File: config.mk
export PLATFORM = sky130hd
export DESIGN_NAME = dma_chan_enable_regs
export DESIGN_NICKNAME = d
export VERILOG_FILES = /design/src/rtl/dma_chan_enable_regs.sv
export SDC_FILE = /design/constraint.sdc
export NUM_CORES = 1
export LEC_CHECK = 0
export BUFFER_PORTS_ARGS = -buffer_cell sky130_fd_sc_hd__buf_2
export CAP_MARGIN = 20
export CORE_AREA = 2 2 88 90
export CTS_BUF_LIST = sky130_fd_sc_hd__clkbuf_8
export DETAILED_ROUTE_END_ITERATION = 12
export DIE_AREA = 0 0 90 92
export GPL_TIMING_DRIVEN = 0
export MAX_ROUTING_LAYER = met4
export PLACE_DENSITY = 0.75
export SLEW_MARGIN = 20
export SYNTH_ARGS = -nofsm -noshare
export SYNTH_HDL_FRONTEND = slang
export SYNTH_SLANG_ARGS = --single-unit
File: constraint.sdc
create_clock -name clk -period 2.5 [get_ports clk]
set_input_delay 0 -clock clk [delete_from_list [all_inputs] [get_ports clk]]
set_output_delay 0 -clock clk [all_outputs]
set_load 0.05 [all_outputs]
File: src/rtl/dma_chan_enable_regs.sv
`timescale 1ns/1ps
module dma_chan_enable_regs #(
  parameter int NCH       = 16,
  parameter int AW        = 8,
  parameter int DW        = 32,
  parameter logic [AW-1:0] OFS_REQ   = 8'h0C,
  parameter logic [AW-1:0] OFS_ERR   = 8'h14,
  parameter logic [AW-1:0] OFS_ALIAS = 8'h18
) (
  input  logic            clk,
  input  logic            rst_n,
  input  logic            wr_en,
  input  logic [AW-1:0]   addr,
  input  logic [DW-1:0]   wr_data,
  input  logic [DW/8-1:0] wr_be,
  output logic [DW-1:0]   rd_data,
  input  logic [NCH-1:0]  dma_req_in,
  output logic [NCH-1:0]  dma_req_out,
  input  logic [NCH-1:0]  err_flag,
  output logic            err_irq
);
  localparam int NLANE = DW / 8;
  localparam int ALL_BIT = 6;

  logic [NCH-1:0] req_en, err_en, req_nx, err_nx;
  logic hit_req, hit_err, hit_alias;

  assign hit_req   = addr[AW-1:2] == OFS_REQ[AW-1:2];
  assign hit_err   = addr[AW-1:2] == OFS_ERR[AW-1:2];
  assign hit_alias = addr[AW-1:2] == OFS_ALIAS[AW-1:2];

  function automatic logic [NCH-1:0] cmd_mask(input logic [7:0] cmd);
    logic [NCH-1:0] one;
    one = '0;
    one[0] = 1'b1;
    if (cmd[ALL_BIT]) return '1;
    return one << cmd[3:0];
  endfunction

  always_comb begin
    req_nx = req_en;
    err_nx = err_en;
    if (wr_en && hit_req)
      for (int i = 0; i < NCH; i++)
        if (wr_be[i/8]) req_nx[i] = wr_data[i];
    if (wr_en && hit_err)
      for (int i = 0; i < NCH; i++)
        if (wr_be[i/8]) err_nx[i] = wr_data[i];
    if (wr_en && hit_alias) begin
      if (wr_be[0]) err_nx = err_nx & ~cmd_mask(wr_data[7:0]);
      if (wr_be[1]) err_nx = err_nx |  cmd_mask(wr_data[15:8]);
      if (wr_be[2]) req_nx = req_nx & ~cmd_mask(wr_data[23:16]);
      if (wr_be[3]) req_nx = req_nx |  cmd_mask(wr_data[31:24]);
    end
  end

  always_ff @(posedge clk or negedge rst_n) begin
    if (!rst_n) begin
      req_en  <= '0;
      err_en  <= '0;
      err_irq <= 1'b0;
    end else begin
      req_en  <= req_nx;
      err_en  <= err_nx;
      err_irq <= |(err_flag & err_en);
    end
  end

  always_comb begin
    rd_data = '0;
    if (hit_req)      rd_data[NCH-1:0] = req_en;
    else if (hit_err) rd_data[NCH-1:0] = err_en;
  end

  assign dma_req_out = dma_req_in & req_en;


  upper_zero_chk: assert property (@(posedge clk) disable iff (!rst_n)
    rd_data[DW-1:NCH] == '0);


  single_set_chk: assert property (@(posedge clk) disable iff (!rst_n)
    (wr_en && hit_alias && wr_be == 4'b0010 && !wr_data[8+ALL_BIT])
    |=> (err_en[$past(wr_data[11:8])] &&
         $countones(err_en ^ $past(err_en)) <= 1));


  single_clr_chk: assert property (@(posedge clk) disable iff (!rst_n)
    (wr_en && hit_alias && wr_be == 4'b0100 && !wr_data[16+ALL_BIT])
    |=> (!req_en[$past(wr_data[19:16])] &&
         $countones(req_en ^ $past(req_en)) <= 1));


  req_subset_chk: assert property (@(posedge clk) disable iff (!rst_n)
    (dma_req_out & ~dma_req_in) == '0);


  irq_cause_chk: assert property (@(posedge clk) disable iff (!rst_n)
    $rose(err_irq) |-> $past(|err_flag));


  hold_chk: assert property (@(posedge clk) disable iff (!rst_n)
    (!wr_en || wr_be == '0) |=> ($stable(req_en) && $stable(err_en)));
endmodule

==> results of run 1 <==
## final cells by class
| cell class | instances | area (um^2) | share of cell area [%] |
|---|---|---|---|
| multi-input combinational | 268 | 1700 | 47.9 |
| sequential | 33 | 826 | 23.3 |
| timing repair buffer | 101 | 541 | 15.3 |
| buffer | 42 | 243 | 6.85 |
| tap | 102 | 128 | 3.60 |
| clock buffer | 7 | 96.3 | 2.72 |
| inverter | 2 | 7.51 | 0.212 |
| clock inverter | 1 | 5.00 | 0.141 |
## per-layer routing
layer	GRT usage [%]	part of all wire, %	wire length (um)
met3	3.53	6.7	658
met2	39.5	49	4860
met4	7.05	2.1	210
met5	-	0	0
met1	29.7	42	4150
## logic make-up after synthesis
| logic type | count (synthesis) | share of synthesized area (%) |
|---|---|---|
| compound gates | 143 | 34.9 |
| buf+inv | 44 | 9.21 |
| flops | 33 | 30.4 |
| mux | 6 | 2.21 |
| other cells | 1 | 0.138 |
| simple gates | 103 | 23.1 |
## worst register-to-register path, cell delays in order (launching register included)
cell	delay (ns)
dfrtp_1	0.44
a22o_1	0.24
a221oi_1	0.18
dlygate4sd3_1	0.58
nand4_1	0.08
dlygate4sd3_1	0.58
## worst max-delay path by stage
stage	from	to	slack (ns)	cells past startpoint
detailed placement	addr[5]	rd_data[7]	0.78	7
floorplan	addr[5]	rd_data[10]	1.13	5
global route	err_en[1]$_DFF_PN0_	err_irq$_DFF_PN0_	0.21	5
CTS	err_en[1]$_DFF_PN0_	err_irq$_DFF_PN0_	0.26	5
finish	err_en[1]$_DFF_PN0_	err_irq$_DFF_PN0_	0.29	5
global placement	addr[5]	rd_data[6]	0.83	7
## cell usage after synthesis, types with 2 or more instances
cell       n
o211ai_1  10
nor2_1    17
nor2_4     2
a221oi_1   4
mux2i_1    6
nor2b_1   13
and4b_1    2
inv_1      2
dfrtp_1   33
buf_2      5
o22ai_1   39
buf_4     17
nor3_1    19
nand3_1   10
a21oi_1   32
clkbuf_1  18
a41oi_1    4
o21ai_0    7
nand2_1    8
a31oi_1   23
nand4b_1   3
or4b_4     2
nand2b_1   2
buf_6      2
and2_1    16
a22o_1    20
## per-stage QoR
step | setup WS, ns | area, um^2 | cells
finish | 0.288 | 3540 | 556
global route | 0.209 | 3540 | 556
CTS | 0.265 | 3540 | 556
detailed placement | 0.775 | 3370 | 541
global placement | 0.829 | 3370 | 541
floorplan | 1.13 | 2770 | 345
## power by group through the flow
stage / clock (mW) / combinational [mW] / sequential, mW
2_1_floorplan: 0 / 0.441 / 0.695
3_3_place_gp: 0 / 0.600 / 0.740
3_5_place_dp: 0 / 0.610 / 0.739
4_1_cts: 0.454 / 0.628 / 0.729
5_1_grt: 0.473 / 0.680 / 0.737
6_report: 0.454 / 0.634 / 0.730
## flip-flops by register name, summed over array words and instances (netlist names)
register	cells
err_irq	1
req_en	16
err_en	16
==> flow_summary.toml, run 1 <==
[outcome]
status = "finished clean"

[routing]
totalWireLength_um = 9880
route.detailed.drc = 0
drtAntennaViolNets = 0
avgRoutedWirePerCell_um = 17.8
first_iter_violations = 262
dr.pass1.iters = 5
vias = 3160
viasPerCell = 5.68

[clock_network]
h-tree-depth = 2
cts_hold_buf = 7
cts_resized = 0
clk_path_buf_depth = 2
cts_root_buffer = "clkbuf_8"
cts_tree = "done"
cts_inserted_buffers = 5
clock-sinks = 33
clkTransAtPathRegs_ns = 0.07
post_cts_buffers = 0
insertion_delay_ns = 0.29

[finish]
final_cell_mix = "buf_2 (99), o22ai_1 (39), dfrtp_1 (33)"
drive_above_1_share_pct = 30.4
area_growth_pct = 30.4
utilization_pct = 47.6
n_fill_cell = 756
final_common_cell = "buf_2"
fin_nets = 532
diodes = 0

[placed_design]
gp_routability_congestion = 0.977
io_buffers = 94
hpwlAfterDp_um = 7880

[logic_synthesis]
synth_top_area_share_pct = 30.4
synth_area_leaders = "dfrtp_1 (30%), o22ai_1 (9.0%), a22o_1 (6.4%), a21oi_1 (5.9%), a31oi_1 (5.3%)"
async_reset_ff_share_pct = 100
yosys_warnings = 0
netlist_area_um2 = 2720
synth-seq-cells = 33
synth-edff-count = 0
synth_cell_type_count = 40
synth_cells = 330
syn_avg_cell_area_um2 = 8.23
synth_top_area_cell = "dfrtp_1"
synthFlopType = "dfrtp_1"
ys_seq_area_share_pct = 30.4

[floorplanning]
die_w_um = 90
dieArea_um2 = 8280
start_util_pct = 36.5
core_um2 = 7450
pin_count = 128
die_h_um = 92
row_count = 32

[worst_setup_path]
critPathSlowestCell = "dlygate4sd3_1"
r2r_slack_ns = 0.29
crit_chain = "a22o_1 -> a221oi_1 -> dlygate4sd3_1 -> nand4_1 -> dlygate4sd3_1"
critical_path_arrival_ns = 2.39
r2r_end = "err_irq$_DFF_PN0_"
crit_path_max_fanout = 3
cp_common_cell = "dlygate4sd3_1"
cp-start-kind = "flip-flop"
slowest_delay_ns = 0.58
cp.required_ns = 2.68
critical_path_buf_inv_count = 2
reg2reg_depth = 5
cpLargestDelayFamily = "buffers and inverters"
r2r_start = "err_en[1]$_DFF_PN0_"
critPathCaptureType = "flip-flop"
worst-setup-path-type = "reg -> reg"

[timing]
hold_viol = 0
finalSetupViolations = 0
tightest_slew_ns = 0.771
rsz0062_at_grt = "no"
setup_tns_ns = 0
period_share_pct = 88.5
final.min_clock_period_ns = 2.21
drv_slew = 0
fin_skew_ns = 0.000763
fin_hold_ws_ns = 0.0485
fmax_mhz = 452
slew_headroom_pct = 48.6

[min_path]
hold_path_depth = 3
hold_start = "wr_data[13]"
holdCritPathClass = "in -> reg"
hold_path_end = "req_en[13]$_DFF_PN0_"

[pwr]
clkPwrFrac_pct = 25.0
powerDensity_nw_per_um2 = 513
power_switching_mw = 0.704
internal-power_mw = 1.11
finalPower_mw = 1.82
vdd_ir_drop_max_mv = 0.192
seqPwrFrac_pct = 40.2
p_leak_nw = 1.63
combPwrFrac_pct = 34.9
p_sw_share_pct = 38.8

[grt]
grt_pass1_wl_um = 15000
grt_pass1_vias = 2890
grt_max_degree = 34
grt_overflow_total = 0
antenna_found_initial = 0
grt_usage_pct = 23.6

[run]
cap_viol_max_count = 0
No activity file was read; power rests on OpenSTA's default activity.
==> inputs of run 2 (changes only) <==
- PLACE_DENSITY: 0.75 -> 0.71
==> flow_summary.toml, run 2 (synthesis gave the netlist of run 1 again) <==
[timing]
setup_tns_ns = 0
fin_skew_ns = 0.00612
hold_viol = 0
drv_slew = 0
slew_headroom_pct = 50.3
fmax_mhz = 451
fin_hold_ws_ns = 0.0169
final.min_clock_period_ns = 2.22
finalSetupViolations = 0
rsz0062_at_grt = "no"
setup_ws_ns = 0.282
tightest_slew_ns = 0.746
period_share_pct = 88.7

[routing]
drtAntennaViolNets = 0
route.detailed.drc = 0
first_iter_violations = 247
vias = 3111
avgRoutedWirePerCell_um = 17.8
dr.pass1.iters = 5
totalWireLength_um = 9860
viasPerCell = 5.61

[clock_network]
insertion_delay_ns = 0.30
clk_path_buf_depth = 2
cts_tree = "done"
clock-sinks = 33
h-tree-depth = 2
cts_root_buffer = "clkbuf_8"
cts_resized = 0
cts_inserted_buffers = 5
clkTransAtPathRegs_ns = 0.08

[grt]
grt_max_degree = 34
grt_pass1_vias = 3042
antenna_found_initial = 0
grt_use_met2_pct = 41.9
top_usage_layer = "met2"
use_met1_pct = 28.8
grtUsageMet3_pct = 4.19
grt_pass1_wl_um = 15400
grt_usage_pct = 24.0
grt_overflow_total = 0

[placed_design]
hpwlAfterDp_um = 7830
placedCellCount = 541
dp_slack_ns = 0.813
gp_routability_congestion = 1.02
io_buffers = 94
placed_cell_area_um2 = 3370

[pwr]
vdd_ir_drop_max_mv = 0.208
p_leak_nw = 1.62
powerDensity_nw_per_um2 = 501

[finish]
final_cell_mix = "buf_2 (99), o22ai_1 (39), dfrtp_1 (33)"
n_fill_cell = 791
top_regs = "err_en: 16 flops, req_en: 16 flops, err_irq: 1 flops"
final_common_cell = "buf_2"
finalInstanceArea_um2 = 3510
fin_nets = 531
area_growth_pct = 29.2
drive_above_1_share_pct = 29.8
diodes = 0
instances_no_fill = 555

[floorplanning]
start_util_pct = 36.5
die_h_um = 92
core_um2 = 7450
die_w_um = 90
pin_count = 128
dieArea_um2 = 8280
row_count = 32

[worst_setup_path]
critPathCaptureType = "flip-flop"
worst-setup-path-type = "reg -> reg"
cp.required_ns = 2.68
crit_path_max_fanout = 3
critical_path_arrival_ns = 2.40
reg2reg_depth = 5
cp-start-kind = "flip-flop"

[min_path]
hold_path_depth = 3
holdCritPathClass = "in -> reg"

[outcome]
status = "finished clean"

[run]
cap_viol_max_count = 0
[run 2: cell types whose count changed in the layout (fill, tap and decap cells not counted)]
cell	delta
clkbuf_8	-2
inv_1	+3
dlygate4sd3_1	-1
clkinv_2	-1
[run 2: worst max-delay path, cell delays in order (launching register included)]
cell           delay, ns
dfrtp_1             0.45
a22o_1              0.23
a221oi_1            0.19
dlygate4sd3_1       0.58
nand4_1             0.08
dlygate4sd3_1       0.58
[run 2: through the flow]
stage / power (mW) / utilization [%]
floorplan: 1.14 / -
global placement: 1.34 / 45.3
detailed placement: 1.35 / 45.3
CTS: 1.75 / 47.1
global route: 1.84 / 47.1
finish: 1.76 / 47.1
[run 2: layer usage]
| metal | part of all wire [%] | routed length, um |
|---|---|---|
| met2 | 50 | 4950 |
| met4 | 1.6 | 154 |
| met3 | 6.8 | 669 |
| met1 | 41 | 4080 |
| met5 | 0 | 0 |
[run 2: worst paths after layout]
path / startpoint / end / slack, ns
max in group asynchronous: rst_n / req_en[15]$_DFF_PN0_ / 1.72
worst max register to register: err_en[1]$_DFF_PN0_ / err_irq$_DFF_PN0_ / 0.28
min in group asynchronous: rst_n / err_en[2]$_DFF_PN0_ / 0.30
worst min-delay path: wr_data[7] / err_en[7]$_DFF_PN0_ / 0.02
worst max-delay path: err_en[1]$_DFF_PN0_ / err_irq$_DFF_PN0_ / 0.28
worst min register to register: err_en[3]$_DFF_PN0_ / err_en[3]$_DFF_PN0_ / 0.65
[run 2: repair_timing]
| item | 4_1_cts | 5_1_grt |
|---|---|---|
| hold endpoints to repair | 36 | 0 |
| setup buffers | 0 | 0 |
| hold buffers | 6 | 0 |
[run 2: area by class of cell]
class / count / area, um^2 / area share [%]
Multi-Input combinational cell: 268 / 1700 / 48.3
Sequential cell: 33 / 826 / 23.5
Timing Repair Buffer: 100 / 531 / 15.1
Buffer: 42 / 243 / 6.91
Tap cell: 102 / 128 / 3.64
Clock buffer: 5 / 68.8 / 1.96
Clock inverter: 3 / 11.3 / 0.321
Inverter: 2 / 7.51 / 0.214
[run 2: power breakdown]
group | total [mW] | internal (mW) | switching, mW
logic | 0.633 | 0.238 | 0.395
clock network | 0.397 | 0.186 | 0.211
registers | 0.729 | 0.625 | 0.104
==> inputs of run 3 (changes only) <==
- clock period: 2.5 -> 2.2 ns (I/O delays scaled with it)
==> flow_summary.toml, run 3 (synthesis gave the netlist of run 1 again) <==
[clock_network]
h-tree-depth = 2
cts_tree = "done"
cts_root_buffer = "clkbuf_8"
clkTransAtPathRegs_ns = 0.07
clk_path_buf_depth = 2
post_cts_buffers = 0
cts_inserted_buffers = 5
clock-sinks = 33
insertion_delay_ns = 0.30

[routing]
route.detailed.drc = 0
avgRoutedWirePerCell_um = 17.6
totalWireLength_um = 9850
drtAntennaViolNets = 0
first_iter_violations = 244
vias = 3196
viasPerCell = 5.71
dr.pass1.iters = 5

[finish]
final_common_cell = "buf_2"
final_cell_mix = "buf_2 (99), o22ai_1 (39), dfrtp_1 (33)"
area_growth_pct = 31.1
diodes = 0
drive_above_1_share_pct = 29.5
n_fill_cell = 787
top_regs = "err_en: 16 flops, req_en: 16 flops, err_irq: 1 flops"
fin_nets = 536

[min_path]
holdCritPathClass = "in -> reg"

[timing]
hold_viol = 0
drv_slew = 0
period_share_pct = 77.9
fmax_mhz = 583
rsz0062_at_grt = "no"
final.min_clock_period_ns = 1.71
fin_skew_ns = 0.00495
slew_headroom_pct = 49.8
setup_tns_ns = 0
fin_hold_ws_ns = 0.0230
tightest_slew_ns = 0.753
finalSetupViolations = 0

[worst_setup_path]
critical_path_buf_inv_count = 3
crit_path_max_fanout = 10
crit_chain = "buf_2 -> nor3_4 -> nand2_2 -> nor3b_2 -> buf_4 -> a22o_1 -> buf_2"
cp.required_ns = 2.20
critPathSlowestCell = "nor3b_2"
critical_path_arrival_ns = 1.71
slowest_delay_ns = 0.43
worst-setup-path-type = "in -> out"
cp-start-kind = "input pin"
critPathCaptureType = "output pin"
cp_common_cell = "buf_2"
cpLargestDelayFamily = "simple AND/OR/NAND/NOR gates"

[floorplanning]
row_count = 32
dieArea_um2 = 8280
start_util_pct = 36.5
pin_count = 128
die_h_um = 92
die_w_um = 90
core_um2 = 7450

[pwr]
powerDensity_nw_per_um2 = 564
p_leak_nw = 1.64
vdd_ir_drop_max_mv = 0.237
finalPower_mw = 2.01

[placed_design]
io_buffers = 94
hpwlAfterDp_um = 7830
gp_routability_congestion = 1.02

[run]
cap_viol_max_count = 0

[grt]
grt_usage_pct = 24.2
grt_pass1_wl_um = 15500
grt_pass1_vias = 3050
grt_overflow_total = 0
antenna_found_initial = 0
grt_max_degree = 34

[outcome]
status = "finished clean"
[run 3: cell count changes in the layout (fill, tap and decap cells not counted)]
cell | previous run | this run
dlygate4sd3_1 | 6 | 11
[run 3: stage by stage]
| stage | utilization, % | setup WS (ns) | std cells | instance area, um^2 |
|---|---|---|---|---|
| detailed placement | 45.3 | 0.513 | 541 | 3370 |
| global route | 47.8 | 0.390 | 560 | 3560 |
| floorplan | - | 0.827 | 345 | 2770 |
| CTS | 47.7 | 0.483 | 559 | 3550 |
| global placement | 45.3 | 0.527 | 541 | 3370 |
| finish | 47.8 | 0.485 | 560 | 3560 |
[run 3: layout make-up]
class                           count  area [um^2]  share of cell area, %
Multi-Input combinational cell    268         1700                   47.6
Sequential cell                    33          826                   23.2
Timing Repair Buffer              105          581                   16.3
Buffer                             42          243                   6.82
Tap cell                          102          128                   3.58
Clock buffer                        5         68.8                   1.93
Clock inverter                      3         11.3                  0.316
Inverter                            2         7.51                  0.211
[run 3: path summary, 6_finish.rpt]
| check | start | to | slack, ns | depth (start not counted) |
|---|---|---|---|---|
| hold / removal | wr_data[7] | err_en[7]$_DFF_PN0_ | 0.02 | 3 |
| setup reg to reg | err_en[1]$_DFF_PN0_ | err_irq$_DFF_PN0_ | 0.50 | 4 |
| max in group asynchronous | rst_n | req_en[7]$_DFF_PN0_ | 1.41 | 2 |
| hold reg to reg | err_en[13]$_DFF_PN0_ | err_irq$_DFF_PN0_ | 0.59 | 2 |
| setup / recovery | addr[5] | rd_data[7] | 0.49 | 7 |
| min in group asynchronous | rst_n | err_en[2]$_DFF_PN0_ | 0.30 | 2 |
[run 3: timing repair]
action	4_1_cts	5_1_grt
endpoints found under the hold margin	36	1
resized for setup	0	0
hold buffers	10	1
[run 3: where the power goes]
| group | total (mW) | leakage, nW | internal, mW | switching, mW |
|---|---|---|---|---|
| logic | 0.733 | 1.16 | 0.282 | 0.451 |
| registers | 0.827 | 0.426 | 0.710 | 0.116 |
| clock network | 0.449 | 0.0519 | 0.211 | 0.238 |
[run 3: worst reg2reg max path, cell delays in order (launching register included)]
cell and delay (ns):
dfrtp_1 0.45, a22o_1 0.23, a221oi_1 0.20, dlygate4sd3_1 0.58, nand4_1 0.09
[run 3: routing by layer]
metal	up-vias	wire [um]	global-route usage, %
li1	1515	-	-
met1	1491	3990	29.1
met2	170	4970	42.1
met3	20	714	4.19
met4	0	177	6.28
met5	-	0	-
